File: config.mk
export PLATFORM = sky130hd
export DESIGN_NAME = cfg_smbus_slave
export DESIGN_NICKNAME = d
export VERILOG_FILES = /design/src/rtl/cfg_smbus_slave.sv
export SDC_FILE = /design/constraint.sdc
export NUM_CORES = 1
export LEC_CHECK = 0
export BUFFER_PORTS_ARGS = -buffer_cell sky130_fd_sc_hd__buf_4
export CAP_MARGIN = 5
export CORE_MARGIN = 2
export CORE_UTILIZATION = 55
export DETAILED_ROUTE_END_ITERATION = 8
export PLACE_DENSITY_LB_ADDON = 0.25
export SETUP_SLACK_MARGIN = 0.15
export SYNTH_ARGS = -nofsm -noshare
export SYNTH_HDL_FRONTEND = slang
export SYNTH_SLANG_ARGS = --single-unit
File: constraint.sdc
create_clock -name clk -period 4.38 [get_ports clk]
set_clock_uncertainty 0.2 [all_clocks]
set_input_delay 0.876 -clock clk [delete_from_list [all_inputs] [get_ports clk]]
set_output_delay 0.876 -clock clk [all_outputs]
set_load 0.05 [all_outputs]
File: src/rtl/cfg_smbus_slave.sv
module cfg_smbus_slave #(
  parameter logic [6:0] DEV_ADDR    = 7'h69,
  parameter logic [3:0] REV_CODE    = 4'h0,
  parameter logic [3:0] VENDOR_CODE = 4'h1
) (
  input  logic clk,
  input  logic rst_n,
  input  logic scl_in,
  input  logic sda_in,
  output logic sda_oe,
  output logic out_en,
  output logic ss_en,
  output logic ss_sel,
  output logic test_sel,
  output logic test_mode
);

  localparam int NREG = 8;
  localparam int NWR  = NREG - 1;
  localparam logic [3:0] PTR_END = 4'(NREG);
  localparam logic [3:0] PTR_WR  = 4'(NWR);
  localparam logic [7:0] BLK_CNT = 8'(NREG);
  localparam logic [NWR*8-1:0] CFG_DEF = {8'h00, 8'h00, 8'h01, 8'hAF, 8'h01, 8'h00, 8'h7C};

  typedef enum logic [2:0] {S_IDLE, S_RX, S_ACK, S_TX, S_MACK} st_t;
  typedef enum logic [1:0] {K_ADDR, K_CMD, K_CNT, K_DATA} kind_t;

  logic [1:0] scl_ff, sda_ff;
  logic       scl_d, sda_d;
  wire        scl_s = scl_ff[1];
  wire        sda_s = sda_ff[1];

  always_ff @(posedge clk or negedge rst_n) begin
    if (!rst_n) begin
      scl_ff <= 2'b11;
      sda_ff <= 2'b11;
      scl_d  <= 1'b1;
      sda_d  <= 1'b1;
    end else begin
      scl_ff <= {scl_ff[0], scl_in};
      sda_ff <= {sda_ff[0], sda_in};
      scl_d  <= scl_s;
      sda_d  <= sda_s;
    end
  end

  wire start_det = scl_s & scl_d & sda_d & ~sda_s;
  wire stop_det  = scl_s & scl_d & ~sda_d & sda_s;
  wire scl_rise  = scl_s & ~scl_d;
  wire scl_fall  = ~scl_s & scl_d;

  st_t              st;
  kind_t            kind;
  logic [7:0]       sr;
  logic [3:0]       bitcnt;
  logic [3:0]       ptr;
  logic             byte_mode, rd_dir, send_cnt, mack;
  logic [NWR*8-1:0] cfg;

  wire [NREG*8-1:0] all_regs = {REV_CODE, VENDOR_CODE, cfg};
  wire [7:0] rd_byte = (ptr < PTR_END) ? all_regs[{ptr[2:0], 3'b000} +: 8] : 8'hFF;
  wire [7:0] tx_next = send_cnt ? BLK_CNT : rd_byte;
  wire addr_hit = (sr[7:1] == DEV_ADDR);
  wire cmd_ok   = (sr[6:5] == 2'b00) && (sr[7] ? (sr[4:0] < 5'(NREG)) : (sr[4:0] == 5'd0));
  wire byte_end = scl_fall && (bitcnt == 4'd8);

  always_ff @(posedge clk or negedge rst_n) begin
    if (!rst_n) begin
      st        <= S_IDLE;
      kind      <= K_ADDR;
      sr        <= 8'h00;
      bitcnt    <= 4'd0;
      ptr       <= 4'd0;
      byte_mode <= 1'b0;
      rd_dir    <= 1'b0;
      send_cnt  <= 1'b0;
      mack      <= 1'b0;
      cfg       <= CFG_DEF;
    end else if (start_det) begin
      st     <= S_RX;
      kind   <= K_ADDR;
      bitcnt <= 4'd0;
    end else if (stop_det) begin
      st <= S_IDLE;
    end else begin
      case (st)
        S_RX: begin
          if (scl_rise) begin
            sr     <= {sr[6:0], sda_s};
            bitcnt <= bitcnt + 4'd1;
          end else if (byte_end) begin
            case (kind)
              K_ADDR: begin
                if (addr_hit) begin
                  st       <= S_ACK;
                  rd_dir   <= sr[0];
                  send_cnt <= ~byte_mode;
                  kind     <= K_CMD;
                end else begin
                  st <= S_IDLE;
                end
              end
              K_CMD: begin
                if (cmd_ok) begin
                  st        <= S_ACK;
                  byte_mode <= sr[7];
                  ptr       <= sr[7] ? sr[3:0] : 4'd0;
                  kind      <= sr[7] ? K_DATA : K_CNT;
                end else begin
                  st <= S_IDLE;
                end
              end
              K_CNT: begin
                st   <= S_ACK;
                kind <= K_DATA;
              end
              default: begin
                if (ptr < PTR_END) begin
                  st <= S_ACK;
                  if (ptr < PTR_WR) cfg[{ptr[2:0], 3'b000} +: 8] <= sr;
                  ptr <= byte_mode ? PTR_END : ptr + 4'd1;
                end else begin
                  st <= S_IDLE;
                end
              end
            endcase
          end
        end
        S_ACK: begin
          if (scl_fall) begin
            bitcnt <= 4'd0;
            if (rd_dir) begin
              st <= S_TX;
              sr <= tx_next;
              if (send_cnt) send_cnt <= 1'b0;
              else if (ptr < PTR_END) ptr <= ptr + 4'd1;
            end else begin
              st <= S_RX;
            end
          end
        end
        S_TX: begin
          if (scl_fall) begin
            if (bitcnt == 4'd7) begin
              st <= S_MACK;
            end else begin
              sr     <= {sr[6:0], 1'b0};
              bitcnt <= bitcnt + 4'd1;
            end
          end
        end
        S_MACK: begin
          if (scl_rise) begin
            mack <= ~sda_s;
          end else if (scl_fall) begin
            if (mack) begin
              st     <= S_TX;
              bitcnt <= 4'd0;
              sr     <= tx_next;
              if (send_cnt) send_cnt <= 1'b0;
              else if (ptr < PTR_END) ptr <= ptr + 4'd1;
            end else begin
              st <= S_IDLE;
            end
          end
        end
        default: ;
      endcase
    end
  end

  assign sda_oe    = (st == S_ACK) | ((st == S_TX) & ~sr[7]);
  assign out_en    = cfg[2];
  assign ss_en     = cfg[16];
  assign ss_sel    = cfg[23];
  assign test_sel  = cfg[55];
  assign test_mode = cfg[54];

  assert_sda_moves_low_R11: assert property (@(posedge clk) disable iff (!rst_n)
    (sda_oe != $past(sda_oe)) |-> !scl_s);

  assert_foreign_addr_nack_R2: assert property (@(posedge clk) disable iff (!rst_n)
    (st == S_RX && kind == K_ADDR && byte_end && !start_det && !stop_det && !addr_hit) |=> !sda_oe);

  assert_bad_cs_nack_R3: assert property (@(posedge clk) disable iff (!rst_n)
    (st == S_RX && kind == K_CMD && byte_end && !start_det && !stop_det && sr[6:5] != 2'b00) |=> !sda_oe);

  assert_stop_releases_R10: assert property (@(posedge clk) disable iff (!rst_n)
    stop_det |=> !sda_oe);

  assert_idle_holds_cfg_R10: assert property (@(posedge clk) disable iff (!rst_n)
    (st == S_IDLE) |=> $stable(cfg));

endmodule

Yosys cells after proc, flatten, opt, wreduce, memory -nomap -nowiden
Cells that the tools add are included.

word-level totals
  flip-flop bits (word level) = 87
  input bits = 4

cells by class
  bitwise logic cells = 19
  shift-type cells = 3
  magnitude comparators = 3
  reductions and logical operators = 24
  add/sub/neg operators = 3
  eq/ne operators = 42
  mux-type cells = 73

operators with widths
  operator                                                                count
  4-bit two-way mux                                                       22
  8-bit two-way mux                                                       10
  64-bit by 7-bit indexed part select with 8-bit output                   1
  56-bit bitwise mux                                                      1
  8-bit by 8-bit variable shift with 56-bit output, first input constant  1
  8-bit by 8-bit indexed part select with 56-bit output                   1
  3-bit != test, second input constant                                    11
  8-bit case mux with 4 select lines                                      1
  2-bit != test, second input constant                                    15
  4-bit != test, second input constant                                    7
  3-bit two-way mux                                                       9
  2-bit two-way mux                                                       12
  7-bit AND reduction                                                     3
  4-bit case mux with 4 select lines                                      1
  8-bit AND reduction                                                     2
  13-bit AND reduction                                                    1
  3-bit case mux with 4 select lines                                      1
  4-bit case mux with 3 select lines                                      1
  12-bit AND reduction                                                    1
  1-bit two-way mux                                                       11
  11-bit AND reduction                                                    1
  1-bit NOT                                                               10
  3-bit case mux with 3 select lines                                      1
  9-bit AND reduction                                                     1
  other kinds (29)                                                        42

Depth between registers and ports, before layout
  depth in word-level cells = 10
  mapped depth = 10
  depth with buffers taken out = 7

Least setup slack after synthesis
OpenSTA, ideal clock, no wires.

  path kind = reg-to-reg
  from = register ptr[1]
  to = register cfg[33]
  library setup time = 125 ps
  slack = 1322 ps
  stages on the path, launching flop included = 9
  arrival = 2733 ps
  path through = dfrtp_1 clkbuf_1 buf_1 inv_1 ha_1 ha_1 nor2b_1 nand4_1 mux2_2

on the way
  word-level cells in the longest chain between the ends = 3
  elaborated cells on any way between the ends = 7
  those cells by class = 1 x add/sub; 2 x order compare; 2 x shift; 1 x mux; 1 x reduce/logical

ends and longest elaborated chain
  element                                                                                                                    RTL line  source
  start, declared                                                                                                            56        logic [3:0] ptr;
  start signal, assigned                                                                                                     107       ptr <= sr[7] ? sr[3:0] : 4'd0;
  start signal, assigned                                                                                                     121       ptr <= byte_mode ? PTR_END : ptr + 4'd1;
  start signal, assigned                                                                                                     136       else if (ptr < PTR_END) ptr <= ptr + 4'd1;
  6-bit negation with 8-bit output                                                                                           120       if (ptr < PTR_WR) cfg[{ptr[2:0], 3'b000} +: 8] <= sr;
  8-bit by 8-bit indexed part select with 56-bit output or 8-bit by 8-bit variable shift with 56-bit output (tied branches)  120
  56-bit bitwise mux                                                                                                         120
  end signal, assigned by index                                                                                              120
  end, declared                                                                                                              58        logic [NWR*8-1:0] cfg;

Several ways; a longest one is shown, not always the timed one.
A chain may end at the register's enable or synchronous reset.

Worst setup path after layout
  from = register ptr[1]
  to = register cfg[18]

The elaborated chain is that of the path after synthesis.

==> run_results.csv <==
group,metric,value,unit
worst_hold_path,hold_depth,0,
floorplan,dieHeight,97.61,microns
logic_synthesis,yosysWarnings,0,
worst_hold_path,hp-class,"reg2reg",
floorplan,rows,34,
sta,setup_viol,0,
sta,period_share,0.7732,
route,met3_length,654,microns
grt,grtUsageTotal,0.2474,
setup_path,critPathLaunch,"ptr[1]",
route,wl_per_cell,18.71,microns
clocking,cts_tree,"done",
logic_synthesis,ys_seq_area_frac,0.4566,
route,dr_wl_met2,5056,microns
clocking,cts_resized,0,
power_and_ir_drop,p_total,2.306,mW
setup_path,crit_fanout,20,
grt,grt_pass1_wl,18680,microns
route,routedLengthMet1,5017,microns
clocking,h-tree-depth,3,
logic_synthesis,ys_ff_latch,87,
clocking,cts_setup_buffers,0,
setup_path,rr_endpoint,"cfg[18]",
final_layout,antennaDiodeCount,0,
logic_synthesis,mappedNetlistArea,0.004820,sq mm
clocking,clkSinkCount,87,
floorplan,die_x,97.61,microns
flow_run,max_cap_viol_count,0,
clocking,cts.clk_slew.worst_paths,90,ps
logic_synthesis,synth-main-ff-cell,"dfrtp_1",
final_layout,layout_commonest_cell,"nand2_1",
placed_design,portBuffers,9,
floorplan,core,0.008593,sq mm
floorplan,die_area,0.009528,sq mm
logic_synthesis,synth_edf_count,0,
setup_path,critPathRequiredTime,4390,ps
final_layout,fillers,755,
setup_path,crit_end,"cfg[18]",
clocking,clock_path_buffers,2,
route,first_pass_iters,5,
sta,finalCriticalPeriod,3386,ps
power_and_ir_drop,p_leak,2.208,nW
route,drt_iter0_markers,262,
power_and_ir_drop,ir_drop,0.2802,mV
final_layout,nNetsFinal,487,
placed_design,place_hpwl,7508,microns
sta,maxSlewViolCount,0,
power_and_ir_drop,power_density,450.8,mW/mm^2
logic_synthesis,postSynthNetCount,491,
final_layout,regArea,0.002201,sq mm
clocking,clk-insertion-delay-late,360,ps
sta,worst_slew_pin_slew,1058,ps
final_layout,post-route-util,0.5952,
route,vias_per_cell,6.134,
route,routed.top_layer,"met4",
grt,grt_overflow,0,
setup_path,ff2ff_setup_slack,990,ps
final_layout,area_delta_synth_final,6.127,%
route,drcViolationCount,0,
final_layout,drive_above_1_share,0.1849,
outcome,status,"completed",
setup_path,end_kind,"flip-flop",
clocking,cts_root_buffer,"clkbuf_8",
clocking,cts_made_buffers,9,
grt,antenna_found_initial,0,
placed_design,gp_congestion,0.8828,
floorplan,ios,10,
logic_synthesis,synth_cell_types,63,
grt,grt_max_degree,77,
final_layout,final_cell_area,0.005115,sq mm
logic_synthesis,syn_area_per_cell,10.15,sq um
setup_path,critPathKind,"reg2reg",
route,wl,10930,microns
floorplan,start_util,0.5609,
sta,fin_tns_setup,0,ps
clocking,cts_hold_buf,0,
final_layout,multi_input_area,0.002399,sq mm
route,via_count,3582,
logic_synthesis,synthArstFlopShare,1.000,
sta,rsz0062_at_grt,"no",
setup_path,ff2ff_path_depth,7,
logic_synthesis,synthCells,475,
sta,slew_headroom,0.2890,
route,final_antenna_net_count,0,
final_layout,final_cell_mix,"74 x nand2_1, 68 x dfrtp_1, 39 x mux2i_1",
grt,first_global_vias,3583,
setup_path,arrival,3400,ps
placed_design,dpl_cell_area,0.004933,sq mm
setup_path,r2r-start,"ptr[1]",
setup_path,start_kind,"flip-flop",
sta,fmax,295.3,MHz
sta,finalHoldViolations,0,
-- worst min path at each step --
stage	slack, ps	start	endpoint
after floorplan	150	scl_ff[0]	scl_ff[1]
after global placement	150	scl_ff[0]	scl_ff[1]
after detailed placement	150	sda_ff[0]	sda_ff[1]
after CTS	160	sda_ff[0]	sda_ff[1]
after global routing	170	sda_ff[0]	sda_ff[1]
final	160	sda_ff[0]	sda_ff[1]
-- synthesized netlist by cell type (6+ instances only) --
cell type  count  area [sq um]
nand2_1       74         277.8
dfrtp_1       68          1702
mux2i_1       39         390.4
o21ai_0       30         150.1
inv_1         26         97.59
mux2_2        24         270.3
clkbuf_1      20         75.07
dfstp_2       19         499.2
nor2_1        17         63.81
ha_1          12         150.1
nand2b_1      11         68.82
a21oi_1        9         45.04
o22ai_1        9         56.30
nor3_1         8         40.04
o211ai_1       7         52.55
o21a_1         7         52.55
a211oi_1       6         45.04
nand3_1        6         30.03
nand4_1        6         37.54
o2bb2ai_1      6         52.55
-- flip-flops by register name, indices dropped and copies added, names as in the netlist --
name	flops
scl_ff	2
scl_d	1
send_cnt	1
mack	1
byte_mode	1
st	3
ptr	4
sda_ff	2
sda_d	1
kind	2
bitcnt	4
cfg	56
rd_dir	1
sr	8
-- per-stage QoR --
step                hold WS (ps)  std cells  setup slack, ps
global placement           145.8        568             1145
global route               168.9        584            680.7
floorplan                  145.2        475             1323
detailed placement         149.5        568             1052
CTS                        163.0        584             1030
finish                     161.0        584            993.6
-- area by class of cell --
cell class,instances,area share
repair buffers,13,0.01908
well taps,108,0.02642
multi-input cells,333,0.4689
inverters,27,0.01981
clock inverters,5,0.007828
clock buffers,11,0.02764
flip-flops and latches,87,0.4303
-- critical path: stages, from the launching register on --
cell     delay [ps]
dfrtp_1         890
inv_1           330
ha_1            280
ha_1            370
nor2b_1         290
nand4_1         560
nand2_1         210
o21ai_0         110
-- kinds of logic (layout without fill, tap and decap cells) --
kind of cell,Yosys count,after routing,share of synthesized area
AND/OR/NAND/NOR,152,152,0.1649
multiplexers,66,66,0.1511
XOR/XNOR,3,3,0.005453
AO/OA/AOI/OAI,100,100,0.1451
flip-flops,87,87,0.4566
adder cells (fa/ha/maj),12,12,0.03115
buffers and inverters,55,56,0.04569
-- report_power, final --
part           total [mW]  internal [mW]  switching, mW
Clock               0.528          0.226          0.302
Combinational       0.664          0.285          0.379
Sequential           1.11          0.871          0.243
-- layer usage --
layer	global-route usage	vias up
met5	0	-
met3	0.04820	17
met1	0.3607	1756
met4	0.07906	0
li1	-	1694
met2	0.3751	115
No activity file was read; power rests on OpenSTA's default activity.
